==> src/rtl/pte_ins_pkg.sv <==
package pte_ins_pkg;
  localparam int unsigned ADDR_W    = 32;
  localparam int unsigned VSID_W    = 24;
  localparam int unsigned PIDX_W    = 16;
  localparam int unsigned API_W     = 6;
  localparam int unsigned FIELD_W   = 16;
  localparam int unsigned RUN_MAX   = 9;
  localparam int unsigned HASH_LOW  = 10;
  localparam int unsigned HASH_W    = RUN_MAX + HASH_LOW;
  localparam int unsigned SLOTS     = 8;
  localparam int unsigned ENTRY_B   = 8;
  localparam int unsigned GRP_SHIFT = 6;
  localparam int unsigned PG_SHIFT  = 12;
  localparam int unsigned VALID_BIT = 31;
  localparam int unsigned HSEL_BIT  = 6;
  localparam int unsigned VSID_SH   = 7;
  localparam int unsigned SLOT_W    = $clog2(SLOTS);
  localparam int unsigned ENTRY_SH  = $clog2(ENTRY_B);

  typedef enum logic [2:0] {
    ST_IDLE,
    ST_READ,
    ST_WR_HI,
    ST_WR_LO,
    ST_DONE
  } ins_state_e;
endpackage

==> src/rtl/pte_cfg.sv <==
module pte_cfg
  import pte_ins_pkg::*;
(
  input  logic                clk_i,
  input  logic                rst_ni,
  input  logic                we_i,
  input  logic [ADDR_W-1:0]   data_i,
  output logic [ADDR_W-1:0]   base_o,
  output logic [HASH_W-1:0]   hmask_o,
  output logic                err_o
);
  logic [FIELD_W-1:0] mask_f, org_f, mask_inc;
  logic               legal;
  logic [FIELD_W-1:0] org_q;
  logic [RUN_MAX-1:0] run_q;
  logic               err_q;

  assign mask_f   = data_i[FIELD_W-1:0];
  assign org_f    = data_i[ADDR_W-1 -: FIELD_W];
  assign mask_inc = mask_f + FIELD_W'(1);
  // run of ones from bit 0, no longer than RUN_MAX, no overlap with origin
  assign legal = ((mask_f & mask_inc) == '0) &&
                 (mask_f[FIELD_W-1:RUN_MAX] == '0) &&
                 ((org_f & mask_f) == '0);

  always_ff @(posedge clk_i or negedge rst_ni) begin
    if (!rst_ni) begin
      org_q <= '0;
      run_q <= '0;
      err_q <= 1'b0;
    end else if (we_i) begin
      err_q <= !legal;
      if (legal) begin
        org_q <= org_f;
        run_q <= mask_f[RUN_MAX-1:0];
      end
    end
  end

  assign base_o  = {org_q, {(ADDR_W-FIELD_W){1'b0}}};
  assign hmask_o = {run_q, {HASH_LOW{1'b1}}};
  assign err_o   = err_q;


  cfg_accept_chk: assert property (@(posedge clk_i) disable iff (!rst_ni)
    we_i && legal |=> !err_o && base_o[ADDR_W-1 -: FIELD_W] == $past(org_f));

  cfg_reject_chk: assert property (@(posedge clk_i) disable iff (!rst_ni)
    we_i && !legal |=> err_o && $stable(base_o) && $stable(hmask_o));
endmodule

==> src/rtl/pte_hash.sv <==
module pte_hash
  import pte_ins_pkg::*;
(
  input  logic [VSID_W-1:0] vsid_i,
  input  logic [PIDX_W-1:0] pidx_i,
  input  logic              sec_i,
  input  logic [ADDR_W-1:0] base_i,
  input  logic [HASH_W-1:0] hmask_i,
  output logic [ADDR_W-1:0] grp_o
);
  logic [VSID_W-1:0] h_pri, h_sel;
  logic [HASH_W-1:0] h_msk;

  assign h_pri = vsid_i ^ {{(VSID_W-PIDX_W){1'b0}}, pidx_i};
  assign h_sel = sec_i ? ~h_pri : h_pri;
  assign h_msk = h_sel[HASH_W-1:0] & hmask_i;
  assign grp_o = base_i | (ADDR_W'(h_msk) << GRP_SHIFT);
endmodule

==> src/rtl/pte_inserter.sv <==
module pte_inserter
  import pte_ins_pkg::*;
(
  input  logic              clk_i,
  input  logic              rst_ni,
  input  logic              cfg_we_i,
  input  logic [31:0]       cfg_data_i,
  output logic              cfg_err_o,
  input  logic              req_i,
  input  logic [23:0]       vsid_i,
  input  logic [31:0]       ea_i,
  input  logic [31:0]       pa_i,
  output logic              busy_o,
  output logic              done_o,
  output logic              ok_o,
  output logic              mem_req_o,
  output logic              mem_we_o,
  output logic [31:0]       mem_addr_o,
  output logic [31:0]       mem_wdata_o,
  input  logic [31:0]       mem_rdata_i,
  input  logic              mem_ack_i
);
  logic [ADDR_W-1:0]          base;
  logic [HASH_W-1:0]          hmask;
  logic [ADDR_W-1:0]          grp, slot_addr;
  ins_state_e                 state_q;
  logic [VSID_W-1:0]          vsid_q;
  logic [PIDX_W-1:0]          pidx_q;
  logic [ADDR_W-PG_SHIFT-1:0] ppn_q;
  logic [SLOT_W-1:0]          slot_q;
  logic                       sec_q, ok_q;
  logic [ADDR_W-1:0]          word0, word1;
  logic                       unused_bits;

  assign unused_bits = ^{ea_i[ADDR_W-1:PG_SHIFT+PIDX_W], ea_i[PG_SHIFT-1:0], pa_i[PG_SHIFT-1:0]};

  pte_cfg u_cfg (
    .clk_i  (clk_i),
    .rst_ni (rst_ni),
    .we_i   (cfg_we_i),
    .data_i (cfg_data_i),
    .base_o (base),
    .hmask_o(hmask),
    .err_o  (cfg_err_o)
  );

  pte_hash u_hash (
    .vsid_i (vsid_q),
    .pidx_i (pidx_q),
    .sec_i  (sec_q),
    .base_i (base),
    .hmask_i(hmask),
    .grp_o  (grp)
  );

  assign slot_addr = grp + (ADDR_W'(slot_q) << ENTRY_SH);

  always_comb begin
    word0                          = '0;
    word0[VALID_BIT]               = 1'b1;
    word0[VSID_SH +: VSID_W]       = vsid_q;
    word0[HSEL_BIT]                = sec_q;
    word0[API_W-1:0]               = pidx_q[PIDX_W-1 -: API_W];
    word1                          = {ppn_q, {PG_SHIFT{1'b0}}};
  end

  always_ff @(posedge clk_i or negedge rst_ni) begin
    if (!rst_ni) begin
      state_q <= ST_IDLE;
      vsid_q  <= '0;
      pidx_q  <= '0;
      ppn_q   <= '0;
      slot_q  <= '0;
      sec_q   <= 1'b0;
      ok_q    <= 1'b0;
    end else begin
      unique case (state_q)
        ST_IDLE: if (req_i) begin
          vsid_q  <= vsid_i;
          pidx_q  <= ea_i[PG_SHIFT +: PIDX_W];
          ppn_q   <= pa_i[ADDR_W-1:PG_SHIFT];
          slot_q  <= '0;
          sec_q   <= 1'b0;
          ok_q    <= 1'b0;
          state_q <= ST_READ;
        end
        ST_READ: if (mem_ack_i) begin
          if (!mem_rdata_i[VALID_BIT]) begin
            state_q <= ST_WR_HI;
          end else if (slot_q == SLOT_W'(SLOTS-1)) begin
            slot_q <= '0;
            if (sec_q) state_q <= ST_DONE;
            else       sec_q   <= 1'b1;
          end else begin
            slot_q <= slot_q + SLOT_W'(1);
          end
        end
        ST_WR_HI: if (mem_ack_i) state_q <= ST_WR_LO;
        ST_WR_LO: if (mem_ack_i) begin
          ok_q    <= 1'b1;
          state_q <= ST_DONE;
        end
        ST_DONE: state_q <= ST_IDLE;
        default: state_q <= ST_IDLE;
      endcase
    end
  end

  assign busy_o      = (state_q != ST_IDLE);
  assign done_o      = (state_q == ST_DONE);
  assign ok_o        = done_o && ok_q;
  assign mem_req_o   = (state_q == ST_READ) || (state_q == ST_WR_HI) || (state_q == ST_WR_LO);
  assign mem_we_o    = (state_q == ST_WR_HI) || (state_q == ST_WR_LO);
  assign mem_addr_o  = (state_q == ST_WR_LO) ? slot_addr + ADDR_W'(ENTRY_B/2) : slot_addr;
  assign mem_wdata_o = (state_q == ST_WR_LO) ? word1 : word0;


  req_hold_chk: assert property (@(posedge clk_i) disable iff (!rst_ni)
    mem_req_o && !mem_ack_i |=> mem_req_o && $stable(mem_addr_o) && $stable(mem_we_o) && $stable(mem_wdata_o));

  done_pulse_chk: assert property (@(posedge clk_i) disable iff (!rst_ni)
    done_o |=> !done_o);

  ok_with_done_chk: assert property (@(posedge clk_i) disable iff (!rst_ni)
    ok_o |-> done_o);

  second_word_chk: assert property (@(posedge clk_i) disable iff (!rst_ni)
    state_q == ST_WR_HI && mem_ack_i |=> mem_addr_o == $past(mem_addr_o) + ADDR_W'(ENTRY_B/2));

  full_fail_chk: assert property (@(posedge clk_i) disable iff (!rst_ni)
    state_q == ST_READ && mem_ack_i && mem_rdata_i[VALID_BIT] && sec_q && slot_q == SLOT_W'(SLOTS-1)
    |=> done_o && !ok_o);
endmodule

==> config.mk <==
export PLATFORM = sky130hd
export DESIGN_NAME = pte_inserter
export DESIGN_NICKNAME = d
export VERILOG_FILES = /design/src/rtl/pte_ins_pkg.sv /design/src/rtl/pte_cfg.sv /design/src/rtl/pte_hash.sv /design/src/rtl/pte_inserter.sv
export SDC_FILE = /design/constraint.sdc
export NUM_CORES = 1
export LEC_CHECK = 0
export BUFFER_PORTS_ARGS = -buffer_cell sky130_fd_sc_hd__buf_2
export CAP_MARGIN = 40
export CORE_MARGIN = 5
export CORE_UTILIZATION = 25
export CTS_CLUSTER_SIZE = 14
export DETAILED_ROUTE_END_ITERATION = 7
export PLACE_DENSITY_LB_ADDON = 0.05
export SETUP_SLACK_MARGIN = 0.15
export SYNTH_ARGS = -nofsm -noshare
export SYNTH_HDL_FRONTEND = slang
export SYNTH_HIERARCHICAL = 1
export SYNTH_SLANG_ARGS = --single-unit
==> constraint.sdc <==
create_clock -name clk_i -period 5.9 [get_ports clk_i]
set_clock_uncertainty 0.15 [all_clocks]
set_input_delay 0.295 -clock clk_i [delete_from_list [all_inputs] [get_ports clk_i]]
set_output_delay 0.295 -clock clk_i [all_outputs]
set_load 0.01 [all_outputs]
==> results.json <==
{
  "synth-warning-count": 6,
  "ant_nets": 0,
  "final.fill_count": 2813,
  "critical_path_arrival_ns": 2.46,
  "insertion_delay_ns": 0.34,
  "crit_path_end_kind": "output pin",
  "numPlacedInstances": 1124,
  "via_count_of_the_first_global_routing_pass": 5647,
  "route.layer.met1.wl_mm": 8.65,
  "drc_errors_left": 0,
  "hold_slack_ns": 0.0240,
  "hold_viol": 0,
  "worst-slew-pin-transition_ns": 1.32,
  "htree_levels": 3,
  "netlist-cell-type-count": 76,
  "timing_max_transition_violations_final": 0,
  "vdd_ir_drop_max_mv": 0.137,
  "totalWireLength_mm": 20.1,
  "grt_antenna_before_repair": 0,
  "first_pass_grt_wire_length_mm": 32.1,
  "maxCapViolations": 0,
  "ioPinCount": 227,
  "layout-drive-gt1-share_pct": 36.5,
  "async_flop_share_pct": 100,
  "path_class": "reg -> out",
  "buffer_ports.inserted": 165,
  "finalSetupViolCount": 0,
  "num_rows": 60,
  "cp-start-kind": "flip-flop",
  "synthesis.instances": 657,
  "global_route.overflow_total": 0,
  "outcome": "finished clean",
  "cts_sinks": 94,
  "wl_met2_mm": 10.6,
  "global_route.usage.total_pct": 13.1,
  "critPathMaxFanout": 15,
  "fmax_mhz": 345,
  "hold_path_class": "in -> reg",
  "largest_net_degree_at_the_start_of_global_routing": 64,
  "ys_seq_elements": 94,
  "path_clk_slew_ns": 0.07,
  "totalNegativeSetupSlack_ns": 0,
  "timing.slew.headroom_pct": 11.8,
  "average_size_of_a_mapped_cell_um2": 10.4,
  "start_util_pct": 25.5,
  "rsz0062_at_grt": "false",
  "cts_tree": "done",
  "hpwl_mm": 15.9,
  "vias_per_cell": 4.60,
  "placed_area_mm2": 0.00780,
  "power_leakage_uw": 0.00391,
  "flow.area_growth_from_synthesis_pct": 18.7,
  "cp.required_ns": 5.45,
  "antenna_cells": 0,
  "uppermost_layer_routed": "met4",
  "cts_buffers": 9,
  "place_congestion": 0.807,
  "detail_route.first_pass.iterations": 4,
  "drtIter0Drc": 236,
  "fin_cells": 1141,
  "die_h_um": 176,
  "synth_edf_count": 0,
  "met3WireLength_um": 831,
  "floorplan.die_area_mm2": 0.0309,
  "nets": 959,
  "cts_max_path_buffers": 2,
  "finalInstanceArea_mm2": 0.00814,
  "vias": 5245,
  "synthesis.area_mm2": 0.00686,
  "power_density_mw_per_mm2": 391,
  "synth_flop_cell": "dfrtp_1",
  "clock_tree.root_cell": "clkbuf_16",
  "routedWlPerCell_um": 17.6,
  "finished_core_util_pct": 30.2,
  "die_w_um": 176,
  "cts_resized": 0,
  "synth_seq_area_share_pct": 34.3,
  "final.min_clock_period_ns": 2.90,
  "core-area_mm2": 0.0270,
  "timing.final.crit_share_pct": 49.2
}
[through the flow]
step,total power [µW],setup WS [ns]
global placement,2540,2.95
CTS,3240,2.94
detailed placement,2560,3.27
floorplan,2090,3.61
finish,3190,3.00
global route,3430,2.86
[sequential cells by signal (all words and copies together), names as in the netlist]
signal	cells
state_q	3
vsid_q	24
ppn_q	20
u_cfg/run_q	9
pidx_q	16
ok_q	1
u_cfg/err_o	1
sec_q	1
u_cfg/org_q	16
slot_q	3
[critical path, stage by stage (launching register included)]
cell	delay [ns]
dfrtp_1	0.61
buf_16	0.21
xor3_1	0.45
a21o_1	0.29
xnor2_1	0.26
xor2_1	0.12
buf_2	0.15
[timing repair]
item	in CTS	in global routing
hold buffers	1	0
buffers inserted	0	0
endpoints found under the hold margin	29	0
[kinds of logic (layout without fill, tap and decap cells)]
group / after synthesis / in the layout / synth area share (%)
other: 2 / 26 / 0.109
and+or+nand+nor: 223 / 223 / 17.7
xor gates and xnor gates: 67 / 67 / 12.1
adders and majority gates: 7 / 7 / 1.39
buffers and inverters: 80 / 199 / 7.79
AOI/OAI and AO/OA: 97 / 97 / 11.4
DFF: 94 / 94 / 34.3
muxes: 87 / 87 / 15.3
[layer usage]
metal,up-vias,global-route usage (%)
met3,7,2.56
met4,0,2.37
met5,-,0
met2,114,24.1
met1,2552,16.1
li1,2572,-
[worst paths after layout]
check	from	to	slack, ns	cells after the start
worst max register to register	state_q[1]	slot_q[0]	3.30	6
min in group asynchronous	rst_ni	ppn_q[16]	0.26	2
worst min register to register	u_cfg/err_o	u_cfg/err_o	0.34	1
worst min-delay path	cfg_data_i[29]	u_cfg/org_q[13]	0.02	2
max in group asynchronous	rst_ni	u_cfg/org_q[10]	4.41	4
worst max-delay path	sec_q	mem_addr_o[20]	3.00	6
[layout by cell type, fill, tap and decap left out, types with 4 or more instances in the layout]
| master | instances |
|---|---|
| or4_1 | 5 |
| conb_1 | 26 |
| mux2_4 | 19 |
| a21oi_1 | 6 |
| ha_1 | 6 |
| xor2_1 | 15 |
| nor2_1 | 23 |
| o211a_1 | 4 |
| a211oi_1 | 4 |
| clkbuf_16 | 9 |
| a211o_1 | 4 |
| nor3_1 | 9 |
| o31ai_1 | 4 |
| a21o_1 | 23 |
| a31oi_1 | 6 |
| dfrtp_1 | 94 |
| and2_1 | 13 |
| nand4_1 | 13 |
| xnor2_1 | 36 |
| xor3_1 | 16 |
| nand2b_1 | 4 |
| o21ai_0 | 10 |
| buf_2 | 164 |
| nor4b_1 | 5 |
| or3_1 | 6 |
| nand3_1 | 15 |
| inv_1 | 11 |
| nor4_1 | 6 |
| o22ai_1 | 4 |
| o211ai_1 | 4 |
| mux2_2 | 66 |
| buf_4 | 5 |
| nand2_1 | 92 |
[synthesized netlist by cell type, drive strengths merged, types with 5 or more instances]
library cell	number	area (µm²)
a211oi	5	50.1
a21o	23	173
a21oi	7	46.3
a31oi	6	37.5
and2	13	81.3
buf	46	357
clkbuf	23	136
dfrtp	94	2350
ha	6	75.1
inv	11	41.3
mux2	85	1030
nand2	92	345
nand3	15	75.1
nand4	17	158
nor2	24	90.1
nor3	10	55.1
nor4	9	83.8
nor4b	5	43.8
o21ai	11	66.3
or3	6	37.5
or4	5	37.5
xnor2	36	315
xor2	15	131
xor3	16	380
[power by group]
| part | switching (µW) | internal (µW) |
|---|---|---|
| sequential | 182 | 874 |
| combinational | 742 | 732 |
| clock | 271 | 386 |
[area by class of cell]
class | instances | area (µm²) | area share, %
Tap cell | 341 | 427 | 5.24
Sequential cell | 94 | 2350 | 28.9
Clock buffer | 10 | 239 | 2.93
Timing Repair Buffer | 172 | 923 | 11.3
Multi-Input combinational cell | 507 | 4070 | 50.0
Clock inverter | 6 | 90.1 | 1.11
Inverter | 11 | 41.3 | 0.507
Note: power is estimated with default switching activity, not from simulation.
